===== src/rtl/dis_pkg.sv =====
package dis_pkg;
    localparam int WORD_W    = 32;
    localparam int SHORT_W   = 15;
    localparam int PAYLOAD_W = WORD_W - 2;
    localparam int TAG_W     = 3;
    localparam int NUM_TAGS  = 5;

    localparam logic [1:0] MODE_PAR  = 2'b00;
    localparam logic [1:0] MODE_LR   = 2'b01;
    localparam logic [1:0] MODE_RL   = 2'b10;
    localparam logic [1:0] MODE_LONG = 2'b11;

    typedef enum logic [TAG_W-1:0] {
        TAG_LONG  = 3'd0,
        TAG_LEFT  = 3'd1,
        TAG_RIGHT = 3'd2,
        TAG_LPAR  = 3'd3,
        TAG_RPAR  = 3'd4
    } tag_e;

    typedef enum logic [1:0] {
        GATE_NONE   = 2'd0,
        GATE_BRANCH = 2'd1,
        GATE_COND   = 2'd2
    } gate_e;

    typedef struct packed {
        logic [PAYLOAD_W-1:0] first_payload;
        tag_e                 first_tag;
        logic [PAYLOAD_W-1:0] second_payload;
        tag_e                 second_tag;
        logic                 has_second;
        gate_e                gate;
    } plan_t;

    typedef struct packed {
        logic                 pend;
        logic [PAYLOAD_W-1:0] hold_payload;
        tag_e                 hold_tag;
        gate_e                hold_gate;
        logic                 out_valid;
        logic [PAYLOAD_W-1:0] out_payload;
        tag_e                 out_tag;
    } seq_state_t;
endpackage


===== src/rtl/dis_classify.sv =====
module dis_classify
    import dis_pkg::*;
(
    input  logic [WORD_W-1:0] word_i,
    input  logic              lead_left_i,
    input  logic              lead_right_i,
    output plan_t             plan_o
);
    localparam int PAD_W = PAYLOAD_W - SHORT_W;

    logic [1:0]           mode;
    logic [PAYLOAD_W-1:0] left_ext;
    logic [PAYLOAD_W-1:0] right_ext;

    assign mode      = word_i[WORD_W-1 -: 2];
    assign left_ext  = {{PAD_W{1'b0}}, word_i[2*SHORT_W-1:SHORT_W]};
    assign right_ext = {{PAD_W{1'b0}}, word_i[SHORT_W-1:0]};

    always_comb begin
        plan_o = '0;
        unique case (mode)
            MODE_LONG: begin
                plan_o.first_payload = word_i[PAYLOAD_W-1:0];
                plan_o.first_tag     = TAG_LONG;
                plan_o.has_second    = 1'b0;
                plan_o.gate          = GATE_NONE;
            end
            MODE_LR: begin
                plan_o.first_payload  = left_ext;
                plan_o.first_tag      = TAG_LEFT;
                plan_o.second_payload = right_ext;
                plan_o.second_tag     = TAG_RIGHT;
                plan_o.has_second     = 1'b1;
                plan_o.gate           = GATE_BRANCH;
            end
            MODE_RL: begin
                plan_o.first_payload  = right_ext;
                plan_o.first_tag      = TAG_RIGHT;
                plan_o.second_payload = left_ext;
                plan_o.second_tag     = TAG_LEFT;
                plan_o.has_second     = 1'b1;
                plan_o.gate           = GATE_BRANCH;
            end
            default: begin
                plan_o.has_second = 1'b1;
                if (lead_left_i) begin
                    plan_o.first_payload  = left_ext;
                    plan_o.first_tag      = TAG_LEFT;
                    plan_o.second_payload = right_ext;
                    plan_o.second_tag     = TAG_RIGHT;
                    plan_o.gate           = GATE_COND;
                end else if (lead_right_i) begin
                    plan_o.first_payload  = right_ext;
                    plan_o.first_tag      = TAG_RIGHT;
                    plan_o.second_payload = left_ext;
                    plan_o.second_tag     = TAG_LEFT;
                    plan_o.gate           = GATE_COND;
                end else begin
                    plan_o.first_payload  = left_ext;
                    plan_o.first_tag      = TAG_LPAR;
                    plan_o.second_payload = right_ext;
                    plan_o.second_tag     = TAG_RPAR;
                    plan_o.gate           = GATE_NONE;
                end
            end
        endcase
    end
endmodule


===== src/rtl/dis_sequencer.sv =====
module dis_sequencer
    import dis_pkg::*;
(
    input  logic                 clk_i,
    input  logic                 rst_i,
    input  logic                 word_valid_i,
    output logic                 word_ready_o,
    input  plan_t                plan_i,
    input  logic                 branch_taken_i,
    input  logic                 exec_cond_i,
    output logic                 issue_valid_o,
    output tag_e                 issue_tag_o,
    output logic [PAYLOAD_W-1:0] issue_payload_o
);
    seq_state_t q, d;
    logic       go_second;

    always_comb begin
        unique case (q.hold_gate)
            GATE_BRANCH: go_second = !branch_taken_i;
            GATE_COND:   go_second = exec_cond_i;
            default:     go_second = 1'b1;
        endcase
    end

    always_comb begin
        d           = q;
        d.out_valid = 1'b0;
        if (q.pend) begin
            d.pend = 1'b0;
            if (go_second) begin
                d.out_valid   = 1'b1;
                d.out_payload = q.hold_payload;
                d.out_tag     = q.hold_tag;
            end
        end else if (word_valid_i) begin
            d.out_valid   = 1'b1;
            d.out_payload = plan_i.first_payload;
            d.out_tag     = plan_i.first_tag;
            if (plan_i.has_second) begin
                d.pend         = 1'b1;
                d.hold_payload = plan_i.second_payload;
                d.hold_tag     = plan_i.second_tag;
                d.hold_gate    = plan_i.gate;
            end
        end
    end

    always_ff @(posedge clk_i) begin
        if (rst_i) q <= '0;
        else       q <= d;
    end

    assign word_ready_o    = !q.pend;
    assign issue_valid_o   = q.out_valid;
    assign issue_tag_o     = q.out_tag;
    assign issue_payload_o = q.out_payload;

    // a taken branch during the first beat suppresses the second
    a_r4_branch_cancel: assert property (@(posedge clk_i) disable iff (rst_i)
        (q.pend && q.hold_gate == GATE_BRANCH && branch_taken_i) |=> !issue_valid_o);

    // a plain parallel pair always delivers its second beat
    a_r5_par_complete: assert property (@(posedge clk_i) disable iff (rst_i)
        (q.pend && q.hold_gate == GATE_NONE) |=> (issue_valid_o && issue_tag_o == TAG_RPAR));

    // a false condition suppresses the partner of a leading instruction
    a_r6_cond_gate: assert property (@(posedge clk_i) disable iff (rst_i)
        (q.pend && q.hold_gate == GATE_COND && !exec_cond_i) |=> !issue_valid_o);
endmodule


===== src/rtl/dis_tag_counters.sv =====
module dis_tag_counters
    import dis_pkg::*;
#(
    parameter int CNT_W = 16
) (
    input  logic                              clk_i,
    input  logic                              rst_i,
    input  logic                              issue_valid_i,
    input  logic [TAG_W-1:0]                  issue_tag_i,
    output logic [NUM_TAGS-1:0][CNT_W-1:0]    cnt_o
);
    logic [NUM_TAGS-1:0][CNT_W-1:0] cnt_d, cnt_q;

    always_comb begin
        cnt_d = cnt_q;
        for (int i = 0; i < NUM_TAGS; i++) begin
            if (issue_valid_i && issue_tag_i == TAG_W'(i)) begin
                cnt_d[i] = cnt_q[i] + CNT_W'(1);
            end
        end
    end

    always_ff @(posedge clk_i) begin
        if (rst_i) cnt_q <= '0;
        else       cnt_q <= cnt_d;
    end

    assign cnt_o = cnt_q;

    for (genvar g = 0; g < NUM_TAGS; g++) begin : g_cnt_chk
        // a beat of this tag steps its counter by one
        a_r10_count_step: assert property (@(posedge clk_i) disable iff (rst_i)
            (issue_valid_i && issue_tag_i == TAG_W'(g)) |=> cnt_q[g] == $past(cnt_q[g]) + CNT_W'(1));
        // any other cycle leaves this counter alone
        a_r10_count_hold: assert property (@(posedge clk_i) disable iff (rst_i)
            !(issue_valid_i && issue_tag_i == TAG_W'(g)) |=> $stable(cnt_q[g]));
    end
endmodule


===== src/rtl/dual_issue_seq.sv =====
module dual_issue_seq
    import dis_pkg::*;
#(
    parameter int CNT_W = 16
) (
    input  logic                 clk_i,
    input  logic                 rst_i,
    input  logic [WORD_W-1:0]    word_i,
    input  logic                 word_valid_i,
    output logic                 word_ready_o,
    input  logic                 must_lead_left_i,
    input  logic                 must_lead_right_i,
    input  logic                 branch_taken_i,
    input  logic                 exec_cond_i,
    output logic                 issue_valid_o,
    output logic [TAG_W-1:0]     issue_tag_o,
    output logic [PAYLOAD_W-1:0] issue_payload_o,
    output logic [CNT_W-1:0]     cnt_long_o,
    output logic [CNT_W-1:0]     cnt_left_o,
    output logic [CNT_W-1:0]     cnt_right_o,
    output logic [CNT_W-1:0]     cnt_lpar_o,
    output logic [CNT_W-1:0]     cnt_rpar_o
);
    plan_t                          plan;
    tag_e                           tag;
    logic [NUM_TAGS-1:0][CNT_W-1:0] cnt_all;
    logic                           accept;

    dis_classify u_classify (
        .word_i       (word_i),
        .lead_left_i  (must_lead_left_i),
        .lead_right_i (must_lead_right_i),
        .plan_o       (plan)
    );

    dis_sequencer u_seq (
        .clk_i           (clk_i),
        .rst_i           (rst_i),
        .word_valid_i    (word_valid_i),
        .word_ready_o    (word_ready_o),
        .plan_i          (plan),
        .branch_taken_i  (branch_taken_i),
        .exec_cond_i     (exec_cond_i),
        .issue_valid_o   (issue_valid_o),
        .issue_tag_o     (tag),
        .issue_payload_o (issue_payload_o)
    );

    assign issue_tag_o = tag;

    dis_tag_counters #(.CNT_W(CNT_W)) u_cnt (
        .clk_i         (clk_i),
        .rst_i         (rst_i),
        .issue_valid_i (issue_valid_o),
        .issue_tag_i   (issue_tag_o),
        .cnt_o         (cnt_all)
    );

    assign cnt_long_o  = cnt_all[TAG_LONG];
    assign cnt_left_o  = cnt_all[TAG_LEFT];
    assign cnt_right_o = cnt_all[TAG_RIGHT];
    assign cnt_lpar_o  = cnt_all[TAG_LPAR];
    assign cnt_rpar_o  = cnt_all[TAG_RPAR];

    assign accept = word_valid_i && word_ready_o;

    // a long word appears once, whole, one cycle after acceptance
    a_r1_long_issue: assert property (@(posedge clk_i) disable iff (rst_i)
        (accept && word_i[WORD_W-1 -: 2] == MODE_LONG) |=>
        (issue_valid_o && issue_tag_o == 3'd0 && issue_payload_o == $past(word_i[PAYLOAD_W-1:0])));

    // an ordered left-first word leads with the zero-extended left container
    a_r2_left_first: assert property (@(posedge clk_i) disable iff (rst_i)
        (accept && word_i[WORD_W-1 -: 2] == MODE_LR) |=>
        (issue_valid_o && issue_tag_o == 3'd1 &&
         issue_payload_o == {{(PAYLOAD_W-SHORT_W){1'b0}}, $past(word_i[2*SHORT_W-1:SHORT_W])}));

    // accepting a pair closes the input for the following cycle
    a_r9_ready_drop: assert property (@(posedge clk_i) disable iff (rst_i)
        (accept && word_i[WORD_W-1 -: 2] != MODE_LONG) |=> !word_ready_o);
endmodule


===== config.mk =====
export PLATFORM = sky130hd
export DESIGN_NAME = dual_issue_seq
export DESIGN_NICKNAME = d
export VERILOG_FILES = /design/src/rtl/dis_pkg.sv /design/src/rtl/dis_classify.sv /design/src/rtl/dis_sequencer.sv /design/src/rtl/dis_tag_counters.sv /design/src/rtl/dual_issue_seq.sv
export SDC_FILE = /design/constraint.sdc
export NUM_CORES = 1
export LEC_CHECK = 0
export BUFFER_PORTS_ARGS = -buffer_cell sky130_fd_sc_hd__buf_2
export CAP_MARGIN = 0
export CORE_MARGIN = 5
export CORE_UTILIZATION = 54
export CTS_CLUSTER_SIZE = 30
export DETAILED_ROUTE_END_ITERATION = 16
export HOLD_SLACK_MARGIN = 0.05
export PLACE_DENSITY = 0.8
export SLEW_MARGIN = 20
export SYNTH_ARGS = -nofsm -noshare
export SYNTH_HDL_FRONTEND = slang
export SYNTH_SLANG_ARGS = --single-unit

===== constraint.sdc =====
create_clock -name clk_i -period 2.3 [get_ports clk_i]
set_input_delay 0.46 -clock clk_i [delete_from_list [all_inputs] [get_ports clk_i]]
set_output_delay 0.46 -clock clk_i [all_outputs]
set_load 0.05 [all_outputs]

==> metrics, run 1 <==
Max VDD drop 0.6183 mV; Post-Synthesis Cells 814; adder-cell area share of the yosys netlist 2.030%; CP endpoint kind register; height of the die 122.0 um; Tot Pwr 5895 uW; top cells by area, synth dfxtp_1, nand2_1, nor2_1; global-route usage over all layers 23.79%; GR Util met1 32.54%; vias in the first global route 5946; Hold Path Sink u_seq.issue_payload_o[25]$_SDFFE_PP0P_; DRT Pass-1 Iters 5; clock tree from TritonCTS built; worst hold path cell count 3; Synth Area in Simple Gates 24.34%; # clock sinks 135; cell count after placement 1068; mux cell area share after synthesis 0.6645%; fmax 476.2 MHz; PwrDens 728.4 nW/um2; hold_sp word_i[25]; Initial Util 54.38%; pin slew with the least headroom to its limit 0.7132 ns; top cell type by total area after synthesis dfxtp_1; Final period util 91.30%; FILL cells 1077; DP HPWL 12060 um; initial antenna violation count 1; Final min period 2.100 ns; largest family of logic cells by synthesized area simple AND/OR/NAND/NOR gates; Top Ports 154; most used routing layer met2; CP Launch Type register; setup slack, reg-to-reg 0.20 ns; combinational power share 9.9%; final setup fails 0; number of synthesized register bits 135; Clk Latency, worst-skew pair 0.42 ns; Net Count, Synth 864; 1st-iter DRT viols 545; Crit path required time 2.61 ns; Commonest cells post-synth dfxtp_1, nand2_1, nor2_1; DR WL/cell 16.04 um; xor and xnor area share after synthesis 6.331%; Reg power frac 41.3%; IO Port Bufs 153; most common cell in the netlist dfxtp_1; chip width 122.0 um; Clock Tree Root clkbuf_16; Vias 6387; final hold viol count 0; number of enable flip-flop cells after synthesis 0; status completed; Psw 1500 uW; worst r2r src u_seq.issue_tag_o[2]$_SDFFE_PP0P_; FFs w/ async S/R, synth 0%; cell area after synthesis 6779 um2; Cell Int Power 4395 uW; Final Max Tran Viols 0; met2 usage 35.70%; Yosys Warn Count 0; worst hold path type in -> reg; Main synth FF type dfxtp_1; Layout Cells excl Fill 1102; Die ar. 14900 um2; met3 Usage GRT 5.757%; reg2reg path depth 4; Seq/Total Area, Yosys 39.87%; first-pass GRT wire length 28520 um; relative slew slack 51.78%; CP Data Arrival Time 2.41 ns; Congestion Overflow GR 0; Yosys top cell area share 39.87%; worst r2r dst u_cnt.cnt_o[79]$_SDFFE_PP0P_; Avg Cell Area, Syn 8.328 um2; Num CTS Buffers 17; Antenna Violating Nets Remaining 0; row count 41; Clock transition at path regs 0.06 ns; sw frac 25.45%; H-Tree Depth 4; unrepaired setup endpoints after global routing false; vias per cell 5.796; Syn-to-layout area delta 19.38%; largest net degree at the start of global routing 140; total routed wirelength 17670 um; residual DRC count 0; Clock Path Buffers 2; LEAKAGE 0.003178 uW; Final Skew 0.007130 ns; fin nets 965; max_cap viols 0; crit-path max FO 13; Final Wtd Congestion 0.8377; Clk network pwr share 48.8%; share of layout cells above drive strength 1 24.03%; setup_tns 0 ns; Core Area 12470 um2; WS Path Type reg -> reg; Synth Area in Compound Gates 18.90%; Distinct cells, synth 50
-- worst max path at each step --
stage / from / end / slack, ns / cells past startpoint
6_report: u_seq.issue_tag_o[2]$_SDFFE_PP0P_ / u_cnt.cnt_o[79]$_SDFFE_PP0P_ / 0.20 / 4
3_3_place_gp: u_seq.q[34]$_SDFFE_PP0P_ / u_seq.issue_payload_o[7]$_SDFFE_PP0P_ / 0.34 / 7
2_1_floorplan: u_seq.issue_valid_o$_SDFF_PP0_ / u_cnt.cnt_o[15]$_SDFFE_PP0P_ / 0.08 / 5
5_1_grt: u_seq.issue_tag_o[2]$_SDFFE_PP0P_ / u_cnt.cnt_o[79]$_SDFFE_PP0P_ / 0.10 / 4
4_1_cts: u_seq.q[34]$_SDFFE_PP0P_ / u_seq.issue_payload_o[2]$_SDFFE_PP0P_ / 0.14 / 7
3_5_place_dp: u_seq.q[34]$_SDFFE_PP0P_ / u_seq.issue_payload_o[2]$_SDFFE_PP0P_ / 0.24 / 7
-- cells in the final DEF, fill, tap and decap left out, types with 4 or more instances in the layout --
cell type / synthesis / layout
buf_2: 3 / 152
dfxtp_1: 135 / 135
nand2_1: 110 / 110
nor2_1: 80 / 80
a21oi_1: 50 / 49
a22oi_1: 32 / 32
o21ai_0: 31 / 31
xnor2_1: 31 / 31
a221oi_1: 30 / 30
a311o_1: 28 / 28
nand3_1: 25 / 25
nand4_1: 20 / 20
xor2_1: 18 / 18
or3_1: 17 / 17
clkbuf_16: 0 / 17
inv_1: 15 / 15
buf_4: 36 / 15
nor3_1: 14 / 14
nor4_1: 10 / 10
ha_1: 11 / 10
nor2b_1: 7 / 6
or4_1: 6 / 6
nand2b_1: 6 / 6
and3_1: 5 / 5
o31ai_1: 5 / 5
and4_1: 4 / 4
bufinv_16: 0 / 4
clkinv_4: 0 / 4
-- worst max-delay path, cell delays in order, from the launching register on --
cell	delay (ns)
dfxtp_1	0.53
nand4bb_1	0.37
nor4_1	0.62
nand3_1	0.17
mux2_2	0.30
-- state kept, by name, indices dropped and copies added (netlist names) --
register               count
u_seq.q                   21
u_seq.issue_tag_o          3
u_cnt.cnt_o               80
u_seq.issue_valid_o        1
u_seq.issue_payload_o     30
-- metrics by stage --
step | cell area (um2) | util, % | hold slack (ns) | worst slack, ns
floorplan | 6779 | - | 0.4324 | 0.08081
global route | 8090 | 64.90 | 0.3445 | 0.1025
global placement | 7456 | 59.81 | 0.4435 | 0.3364
CTS | 8084 | 64.85 | 0.3241 | 0.1436
finish | 8093 | 64.92 | 0.3479 | 0.2000
detailed placement | 7456 | 59.81 | 0.4494 | 0.2371
-- power groups by stage --
stage,Clock (uW),Combinational [uW],Sequential [uW]
3_3_place_gp,0,567,2480
3_5_place_dp,0,576,2480
4_1_cts,2910,579,2430
6_report,2880,582,2430
2_1_floorplan,0,423,2490
5_1_grt,3020,634,2440
-- metal layers --
layer | vias up | share of wire, %
met1 | 3023 | 46
met5 | - | 0
li1 | 3129 | -
met4 | 0 | 2.6
met3 | 39 | 6.8
met2 | 196 | 45
-- kinds of logic (layout without fill, tap and decap cells) --
kind of cell / after synthesis / in the layout
and+or+nand+nor: 329 / 329
AOI/OAI and AO/OA: 183 / 183
other: 0 / 2
muxes: 4 / 4
buffers and inverters: 103 / 217
xor gates and xnor gates: 49 / 49
adders and majority gates: 11 / 11
DFF: 135 / 135
-- final cells by class --
| type | instances | area (um2) | area share, % |
|---|---|---|---|
| sequential | 135 | 2703 | 33.40 |
| timing repair buffer | 170 | 933.4 | 11.53 |
| tap | 172 | 215.2 | 2.659 |
| clock buffer | 17 | 425.4 | 5.257 |
| inverter | 15 | 56.30 | 0.6957 |
| antenna | 2 | 5.005 | 0.06184 |
| clock inverter | 15 | 202.7 | 2.505 |
| multi-input combinational | 576 | 3552 | 43.89 |
-- repair_timing --
action,CTS,global route
setup buffers,0,0
setup endpoints to repair,0,1
hold buffers,0,0
resized for setup,0,1
(Power assumes the default switching activity.)
==> inputs of run 2 (changes only) <==
--- a/config.mk
+++ b/config.mk
@@ -5,15 +5,16 @@
 export SDC_FILE = /design/constraint.sdc
 export NUM_CORES = 1
 export LEC_CHECK = 0
+export ABC_AREA = 1
 export BUFFER_PORTS_ARGS = -buffer_cell sky130_fd_sc_hd__buf_2
 export CAP_MARGIN = 0
 export CORE_MARGIN = 5
-export CORE_UTILIZATION = 54
+export CORE_UTILIZATION = 55
 export CTS_CLUSTER_SIZE = 30
 export DETAILED_ROUTE_END_ITERATION = 16
 export HOLD_SLACK_MARGIN = 0.05
 export PLACE_DENSITY = 0.8
-export SLEW_MARGIN = 20
+export SLEW_MARGIN = 40
 export SYNTH_ARGS = -nofsm -noshare
 export SYNTH_HDL_FRONTEND = slang
 export SYNTH_SLANG_ARGS = --single-unit
==> run 2 against run 1 <==
Via count up 15%. Area after synthesis up 7.5%. First-iteration DRC count down 13%. Critical endpoint is now u_seq.issue_payload_o[0]$_SDFFE_PP0P_. Largest cell class unchanged. Largest power group unchanged.
==> metrics, run 2 <==
crit-path max FO 22 (was 13); Initial Util 55.46% (was 54.38%); Syn-to-layout area delta 18.29% (was 19.38%); residual DRC count 0 (unchanged); cell count after placement 1401 (was 1068); Clk Latency, worst-skew pair 0.42 ns (about the same); Net Count, Synth 1175 (was 864); Clock Path Buffers 2 (unchanged); unrepaired setup endpoints after global routing false (unchanged); top cell type by total area after synthesis dfxtp_1 (unchanged); worst r2r src u_seq.q[34]$_SDFFE_PP0P_ (was u_seq.issue_tag_o[2]$_SDFFE_PP0P_); DP HPWL 13940 um (was 12060 um); Final Max Tran Viols 0 (unchanged); total routed wirelength 18970 um (was 17670 um); 1st-iter DRT viols 472 (was 545); most frequent cells in the layout nand2_1, buf_2, inv_1 (was buf_2, dfxtp_1, nand2_1); most common cell after layout, fill and taps aside nand2_1 (was buf_2); share of layout cells above drive strength 1 18.54% (was 24.03%); clock tree from TritonCTS built (unchanged); Reg power frac 41.6% (was 41.3%); worst hold path type in -> reg (unchanged); pin slew with the least headroom to its limit 0.4826 ns (was 0.7132 ns); Psw 1522 uW (was 1500 uW); crit-path cells inv_1 -> ha_1 -> inv_1 -> nand3_1 -> nand2_2 -> nand2_1 -> inv_2 -> buf_4 -> nand2_1 -> nand3_1 -> nand2_1 -> inv_1 (was nand4bb_1 -> nor4_1 -> nand3_1 -> mux2_2); CP Data Arrival Time 2.13 ns (was 2.41 ns); Final period util 77.00% (was 91.30%); final setup fails 0 (unchanged); reg2reg path depth 12 (was 4); WS Path Type reg -> reg (unchanged); Clk network pwr share 47.6% (was 48.8%); worst r2r dst u_seq.issue_payload_o[0]$_SDFFE_PP0P_ (was u_cnt.cnt_o[79]$_SDFFE_PP0P_); status completed (unchanged); first-pass GRT wire length 31670 um (was 28520 um); Yosys top cell area share 37.09% (was 39.87%); Clock Tree Root clkbuf_16 (unchanged); number of synthesized register bits 135 (unchanged); Worst Setup SP u_seq.q[34]$_SDFFE_PP0P_ (was u_seq.issue_tag_o[2]$_SDFFE_PP0P_); Cell Int Power 4334 uW (was 4395 uW); most common cell in the netlist nand2_1 (was dfxtp_1); Yosys Warn Count 0 (unchanged); IO Port Bufs 153 (unchanged); Seq/Total Area, Yosys 37.09% (was 39.87%); largest net degree at the start of global routing 52 (was 140); max reg flops 80 (unchanged); Post-CTS Setup Inserts 0 (unchanged); Antenna Violating Nets Remaining 0 (unchanged); Clock transition at path regs 0.06 ns (about the same); Distinct cells, synth 36 (was 50); setup_tns 0 ns (unchanged); Main synth FF type dfxtp_1 (unchanged); Die ar. 15650 um2 (was 14900 um2); Num CTS Buffers 17 (unchanged); worst hold margin 0.3525 ns (was 0.3479 ns); Core Area 13140 um2 (was 12470 um2); final hold viol count 0 (unchanged); relative slew slack 67.83% (was 51.78%); critical path's largest stage delay 0.33 ns (was 0.62 ns); initial antenna violation count 0 (was 1); antenna cells 0 (was 2); hold bufs inserted after CTS 0 (unchanged); sw frac 25.99% (was 25.45%); Commonest cells post-synth nand2_1, inv_1, nor2_1 (was dfxtp_1, nand2_1, nor2_1); Congestion Overflow GR 0 (unchanged); Layout Cells excl Fill 1433 (was 1102); setup slack, reg-to-reg 0.53 ns (was 0.20 ns); Final Skew 0.008342 ns (was 0.007130 ns); Critical Path Sink u_seq.issue_payload_o[0]$_SDFFE_PP0P_ (was u_cnt.cnt_o[79]$_SDFFE_PP0P_); vias per cell 5.126 (was 5.796); Crit path required time 2.66 ns (was 2.61 ns); chip width 125.1 um (was 122.0 um); fin nets 1294 (was 965); Top Ports 154 (unchanged); fmax 564.7 MHz (was 476.2 MHz); FFs w/ async S/R, synth 0% (unchanged); Post-Synthesis Cells 1125 (was 814); Vias 7346 (was 6387); final core utilization 65.60% (was 64.92%); Avg Cell Area, Syn 6.476 um2 (was 8.328 um2); row count 42 (was 41); CP Launch Type register (unchanged); Final Wtd Congestion 0.9458 (was 0.8377); max_cap viols 0 (unchanged); post_cts resized 0 (unchanged); DR WL/cell 13.23 um (was 16.04 um); height of the die 125.1 um (was 122.0 um); vias in the first global route 6699 (was 5946); # clock sinks 135 (unchanged); global-route usage over all layers 24.08% (was 23.79%); H-Tree Depth 4 (unchanged); slowest CP cell dfxtp_1 (was nor4_1); Max VDD drop 0.5137 mV (was 0.6183 mV); PwrDens 679.5 nW/um2 (was 728.4 nW/um2); LEAKAGE 0.003919 uW (was 0.003178 uW); CP endpoint kind register (unchanged); Final min period 1.771 ns (was 2.100 ns); cell area after synthesis 7286 um2 (was 6779 um2); top cells by area, synth dfxtp_1, nand2_1, a21oi_1 (was dfxtp_1, nand2_1, nor2_1); number of enable flip-flop cells after synthesis 0 (unchanged); DRT Pass-1 Iters 5 (unchanged); combinational power share 10.7% (was 9.9%)
==> run 2: cell count changes after synthesis, moves of 30 or more <==
cell / delta
a21oi_1: +70
xnor2_1: -31
nor2_1: +61
a22oi_1: -32
o21ai_0: +67
inv_1: +134
a221oi_1: -30
nand2_1: +153
==> run 2: routing by layer <==
layer  GRT usage, %  share of wire (%)  up-vias
li1               -                  -     3809
met1          31.04                 44     3297
met2          40.11                 47      220
met3          5.885                7.1       20
met4          7.143                1.5        0
met5              0                  0        -
==> run 2: cell type report <==
cell class                 instances  area (um2)
multi-input combinational        761        3567
inverter                         154       578.1
tap                              176       220.2
fill                            1216        4519
timing repair buffer             175       943.4
sequential                       135        2703
clock inverter                    13       153.9
clock buffer                      19       452.9
==> run 2: how the worst min path moves through the flow <==
stage / from / endpoint / slack, ns / depth (start not counted)
global placement: u_seq.issue_payload_o[29]$_SDFFE_PP0P_ / u_seq.issue_payload_o[29]$_SDFFE_PP0P_ / 0.45 / 2
CTS: word_i[23] / u_seq.q[47]$_SDFFE_PP0P_ / 0.33 / 3
finish: word_i[23] / u_seq.q[47]$_SDFFE_PP0P_ / 0.35 / 3
global route: word_i[16] / u_seq.q[40]$_SDFFE_PP0P_ / 0.35 / 3
floorplan: u_seq.issue_payload_o[15]$_SDFFE_PP0P_ / u_seq.issue_payload_o[15]$_SDFFE_PP0P_ / 0.44 / 2
detailed placement: u_seq.issue_payload_o[15]$_SDFFE_PP0P_ / u_seq.issue_payload_o[15]$_SDFFE_PP0P_ / 0.45 / 2
==> run 2: power groups by stage <==
| stage | logic (uW) | registers, uW | clock network, uW |
|---|---|---|---|
| 6_report | 627 | 2440 | 2790 |
| 5_1_grt | 688 | 2450 | 2960 |
| 4_1_cts | 625 | 2440 | 2830 |
| 3_5_place_dp | 622 | 2490 | 0 |
| 3_3_place_gp | 616 | 2490 | 0 |
| 2_1_floorplan | 441 | 2500 | 0 |
==> run 2: logic make-up after synthesis <==
logic type / share of synthesized area, %
buffers and inverters: 13.94
DFF: 37.09
AOI/OAI and AO/OA: 17.36
adders and majority gates: 1.889
and+or+nand+nor: 29.71
==> run 2: through the flow <==
step / cell area, um2 / setup slack [ns] / total power (uW)
2_1_floorplan: 7286 / 0.5556 / 2943
3_3_place_gp: 8011 / 0.4226 / 3103
4_1_cts: 8618 / 0.5064 / 5891
5_1_grt: 8618 / 0.3016 / 6094
3_5_place_dp: 8011 / 0.3739 / 3109
6_report: 8618 / 0.5291 / 5856
==> run 2: critical path: cells and delay by family, from the launching register on <==
family	cells	cell delay, ns
adders and majority gates	1	0.28
buffers and inverters	5	0.54
DFF	1	0.33
and+or+nand+nor	6	0.56
